## src/rtl/led_ctrl_pkg.sv

```systemverilog
package led_ctrl_pkg;

  // Number of system cycles in one blink period at the given rate.
  function automatic int unsigned blink_cycles(input int unsigned clk_hz,
                                               input int unsigned rate_hz);
    return clk_hz / rate_hz;
  endfunction

  // Lit part of a period: the leading half, rounded down.
  function automatic int unsigned lit_cycles(input int unsigned period);
    return period / 2;
  endfunction

  // Bits needed to hold values 0..n.
  function automatic int unsigned count_bits(input int unsigned n);
    return (n < 2) ? 1 : $clog2(n + 1);
  endfunction

  typedef enum logic [1:0] {
    LED_FAST  = 2'd0,
    LED_SLOW  = 2'd1,
    LED_ACT   = 2'd2,
    LED_DXCOL = 2'd3
  } led_idx_e;

endpackage

```

## src/rtl/blink_stretch.sv

```systemverilog
module blink_stretch
  import led_ctrl_pkg::*;
#(
  parameter int unsigned PERIOD = 40
) (
  input  logic clk,
  input  logic rst_n,
  input  logic evt,
  output logic busy,
  output logic lit
);
  localparam int unsigned W  = count_bits(PERIOD);
  localparam int unsigned ON = lit_cycles(PERIOD);

  logic [W-1:0] remain_q;
  logic [W-1:0] phase_q;
  logic         idle;

  assign idle = (remain_q == '0);

  always_ff @(posedge clk or negedge rst_n) begin
    if (!rst_n) begin
      remain_q <= '0;
      phase_q  <= '0;
    end else begin
      if (evt)
        remain_q <= W'(PERIOD);
      else if (!idle)
        remain_q <= remain_q - 1'b1;

      if (evt && idle)
        phase_q <= '0;
      else if (!idle)
        phase_q <= (phase_q == W'(PERIOD - 1)) ? '0 : phase_q + 1'b1;
    end
  end

  assign busy = !idle;
  assign lit  = !idle && (phase_q < W'(ON));

endmodule

```

## src/rtl/led_drive.sv

```systemverilog
module led_drive (
  input  logic       clk,
  input  logic       rst_n,
  input  logic [3:0] on_next,
  output logic [3:0] led_n
);
  always_ff @(posedge clk or negedge rst_n) begin
    if (!rst_n) led_n <= '1;
    else        led_n <= ~on_next;
  end
endmodule

```

## src/rtl/port_led_ctrl.sv

```systemverilog
module port_led_ctrl
  import led_ctrl_pkg::*;
#(
  parameter int unsigned CLK_HZ  = 25_000_000,
  parameter int unsigned ACT_HZ  = 10,
  parameter int unsigned COL_HZ  = 20
) (
  input  logic clk,
  input  logic rst_n,
  input  logic link_up,
  input  logic speed_100,
  input  logic full_duplex,
  input  logic tx_act,
  input  logic rx_act,
  input  logic col_evt,
  input  logic col_mode,
  output logic led_fast_n,
  output logic led_slow_n,
  output logic led_act_n,
  output logic led_dxcol_n
);
  localparam int unsigned ACT_P = blink_cycles(CLK_HZ, ACT_HZ);
  localparam int unsigned COL_P = blink_cycles(CLK_HZ, COL_HZ);
  localparam int unsigned NCH   = 2;

  // Named event and channel wires, used by the bound checker.
  logic act_evt, col_take;
  logic act_busy, col_busy, act_lit, col_lit;
  logic [NCH-1:0] ch_evt, ch_busy, ch_lit;
  logic [3:0]     on_next, led_n;

  assign act_evt  = (tx_act | rx_act) & link_up;
  assign col_take = col_evt;
  assign ch_evt   = {col_take, act_evt};

  for (genvar g = 0; g < NCH; g++) begin : g_ch
    localparam int unsigned CH_P = (g == 0) ? ACT_P : COL_P;
    blink_stretch #(.PERIOD(CH_P)) u_ch (
      .clk  (clk),
      .rst_n(rst_n),
      .evt  (ch_evt[g]),
      .busy (ch_busy[g]),
      .lit  (ch_lit[g])
    );
  end

  assign act_busy = ch_busy[0];
  assign col_busy = ch_busy[1];
  assign act_lit  = ch_lit[0];
  assign col_lit  = ch_lit[1];

  always_comb begin
    on_next            = '0;
    on_next[LED_FAST]  = link_up & speed_100;
    on_next[LED_SLOW]  = link_up & ~speed_100;
    on_next[LED_ACT]   = link_up & act_lit;
    on_next[LED_DXCOL] = col_mode ? col_lit : (link_up & full_duplex);
  end

  led_drive u_drv (
    .clk    (clk),
    .rst_n  (rst_n),
    .on_next(on_next),
    .led_n  (led_n)
  );

  assign led_fast_n  = led_n[LED_FAST];
  assign led_slow_n  = led_n[LED_SLOW];
  assign led_act_n   = led_n[LED_ACT];
  assign led_dxcol_n = led_n[LED_DXCOL];

endmodule

```

## config.mk

```make
export PLATFORM = sky130hd
export DESIGN_NAME = port_led_ctrl
export DESIGN_NICKNAME = d
export VERILOG_FILES = /design/src/rtl/led_ctrl_pkg.sv /design/src/rtl/blink_stretch.sv /design/src/rtl/led_drive.sv /design/src/rtl/port_led_ctrl.sv
export SDC_FILE = /design/constraint.sdc
export NUM_CORES = 1
export LEC_CHECK = 0
export BUFFER_PORTS_ARGS = -buffer_cell sky130_fd_sc_hd__buf_2
export CAP_MARGIN = 25
export CORE_UTILIZATION = 25
export CTS_CLUSTER_SIZE = 16
export DETAILED_ROUTE_END_ITERATION = 7
export HOLD_SLACK_MARGIN = 0.15
export SLEW_MARGIN = 20
export SYNTH_ARGS = -nofsm -noshare
export SYNTH_HDL_FRONTEND = slang
export SYNTH_SLANG_ARGS = --single-unit
```

## constraint.sdc

```tcl
create_clock -name clk -period 3.58 [get_ports clk]
set_input_delay 0.537 -clock clk [delete_from_list [all_inputs] [get_ports clk]]
set_output_delay 0.537 -clock clk [all_outputs]
set_load 0.05 [all_outputs]
```

==> results.ini <==
[setup_path]
crit_top_cell=a31oi_1
rrSetupSlack_ns=0.98
cp_num_buf_inv=1
critPathTopFamily=simple AND/OR/NAND/NOR gates
crit_arrival_ns=2.79
startpoint=g_ch[0].u_ch.phase_q[11]
worst_path_largest_cell_delay_ns=0.68
cpMaxStageDelayCell=or4b_2
r2r-end=g_ch[0].u_ch.phase_q[20]
worst-setup-path-type=reg -> reg
cp_num_cells=6
critPathRequiredTime_ns=3.77
crit_path_start_kind=register
crit_path_end=g_ch[0].u_ch.phase_q[20]
cp_max_fo=22
rr_worst_depth=6
crit_chain=or4b_2 > nor4_1 > nand3_1 > buf_4 > a31oi_1 > a31oi_1
crit_path_end_kind=register
rr_startpoint=g_ch[0].u_ch.phase_q[11]

[yosys]
yosys.area_share.simple=0.295
synthTopCellsByArea=dfrtp_1 41%, nand3_1 4.2%, nand2_1 4.0%, nor2_1 3.2%, xnor2_1 3.0%
synth_edf_count=0
yosysTopAreaCellShare=0.410
synth_cell_types=64
synthCells=593
async_flop_share=1.00
synthXorXnorAreaFrac=0.0484
yosys_warnings=0
synth_top_cell_by_area=dfrtp_1
avgSynthCellArea_um2=8.86
synth.most_common_cell=dfrtp_1
yosysSeqAreaShare=0.430
synth_top_family_by_area=simple AND/OR/NAND/NOR gates
synthMuxAreaShare=0.00381
yosys-top-cells-count=86 x dfrtp_1, 56 x nand2_1, 45 x nor2_1
syn_nets=608
synth_area_um2=5250
synth_top_flop_cell=dfrtp_1
ys_ff_latch=90
synth_compound_area_frac=0.167
synthAdderAreaFrac=0.0143

[global_route]
grt_pass1_wl_um=20600
antenna_found_initial=0
track_usage=0.115
grt_pass1_vias=4025
grt-ovfl-total=0
grt_max_degree=56

[clock_tree]
cts.path.max_buffers=2
clkTransAtPathRegs_ns=0.06
post-cts-setup-buffers=0
clock_tree.htree_level_count=3
cts-hold-fix-buffers=0
insertion_delay_ns=0.34
post_cts_resized=0
clock_sinks=90
clockRootBuffer=clkbuf_16
cts_tree=yes
numCtsBuffers=9

[power]
power_leakage_nw=2.17
cellPowerDensity_nw_per_um2=402
ir_drop_mv=0.212

[die]
core_um2=20400
std_cell_rows=52
dieArea_um2=21600
die_x_um=147
ios=13
initial_core_util=0.257
die_h_um=147

[routing]
wl_per_cell_um=13.9
via_per_inst=5.03
drc=0
drt_wl_total_um=12000
dr.pass1.iters=4
vias=4363
drt_iter0_drc=282
ant_nets=0

[timing]
fin_skew_ns=0.00692
tns_ns=0
fmax_ghz=0.384
slew_headroom=0.441
tightestPinTransition_ns=0.831
period_needed_ns=2.60
finalHoldViolCount=0
min_period_over_period=0.727
setup_viol=0
grt_setup_unrepaired=false
drv_slew=0

[placed_design]
routabilityCongestion=0.785
dpl.hpwl_um=8080
dp_cells=850
numPortBuffers=12
dpl_cell_area_um2=5550

[run]
cap_violations=0

[cells_and_area]
diodes=0
fin_cells=867
stdcell_area_um2=5850
area.growth.synth_to_final_pct=11.3
drive_gt1_frac=0.0888
seq_area_um2=2260
fillerInstances=2185
multi_input_area_um2=2770
nets=607

[outcome]
status=finished, final reports clean

[worst_hold_path]
hold_path_class=in -> async

layout by cell type, fill, tap and decap left out, types with 3 or more instances in the layout:
cell type,synthesis,routed
ha_1,6,6
clkbuf_16,0,9
nand3_1,44,44
a21o_1,4,4
or4_1,7,7
a31oi_1,21,21
o31ai_1,3,3
buf_4,1,7
o211ai_1,16,16
nand4_1,17,17
nor2_1,45,45
inv_1,22,22
buf_2,6,11
nor3_1,22,22
nand2_1,56,56
and4_1,3,3
dfstp_2,4,4
nor4_1,24,24
xnor2_1,18,18
o21a_1,5,5
nor4_2,3,3
o31a_1,5,5
or3_1,21,21
and3_1,10,10
nor4b_1,3,3
o2111ai_1,3,3
or2_2,3,3
a21oi_1,25,25
nand4b_1,3,3
dfrtp_1,86,86
o21ai_0,29,29
xor2_1,11,11
or4b_1,3,3
sequential cells by signal, indices dropped and copies added, names as in the netlist:
signal	flops
u_drv.led_n	4
g_ch.u_ch.remain_q	43
g_ch.u_ch.phase_q	43
layer usage:
| metal | track usage | part of all wire |
|---|---|---|
| met5 | 0 | 0 |
| met4 | 0.0196 | 0.0048 |
| met3 | 0.0323 | 0.028 |
| met2 | 0.177 | 0.44 |
| met1 | 0.163 | 0.52 |
worst register-to-register path, delay by kind of cell, from the launching register on:
kind / cells / cell delay, ns
flip-flops: 1 / 0.44
AND/OR/NAND/NOR: 3 / 1.38
buffers and inverters: 1 / 0.38
AO/OA/AOI/OAI: 2 / 0.26
report_power, final:
part | internal [mW] | switching, mW
Sequential | 1.08 | 0.0822
Combinational | 0.104 | 0.152
Clock | 0.541 | 0.395
Total | 1.72 | 0.630
metrics by stage:
step	hold WS (ns)	setup WS, ns	total power [mW]	utilization
after floorplan	0.241	1.40	1.35	-
after global placement	0.479	0.978	1.43	0.272
after detailed placement	0.479	0.992	1.43	0.272
after CTS	0.274	0.974	2.38	0.286
after global routing	0.298	0.722	2.47	0.286
final	0.250	0.978	2.35	0.286
area by class of cell:
cell class                 count  share of cell area
multi-input combinational    451               0.474
sequential                    90               0.386
tap                          270              0.0578
clock buffer                  11              0.0398
timing repair buffer          18              0.0184
inverter                      22              0.0141
clock inverter                 5             0.00963
how the worst min path moves through the flow:
| stage | slack [ns] | to | start |
|---|---|---|---|
| final | 0.25 | g_ch[1].u_ch.remain_q[12] | rst_n |
| after global routing | 0.30 | g_ch[1].u_ch.remain_q[12] | rst_n |
| after CTS | 0.27 | g_ch[1].u_ch.remain_q[12] | rst_n |
| after detailed placement | 0.48 | g_ch[1].u_ch.remain_q[20] | g_ch[1].u_ch.remain_q[20] |
| after global placement | 0.48 | g_ch[1].u_ch.remain_q[20] | g_ch[1].u_ch.remain_q[20] |
| after floorplan | 0.24 | g_ch[0].u_ch.phase_q[0] | rst_n |
cell families (layout without fill, tap and decap cells):
logic type                 after synthesis  in the layout
AOI/OAI and AO/OA                      132            132
xor gates and xnor gates                29             29
muxes                                    2              2
and+or+nand+nor                        282            282
adders and majority gates                6              6
DFF                                     90             90
buffers and inverters                   52             56
Note: power is estimated with default switching activity, not from simulation.
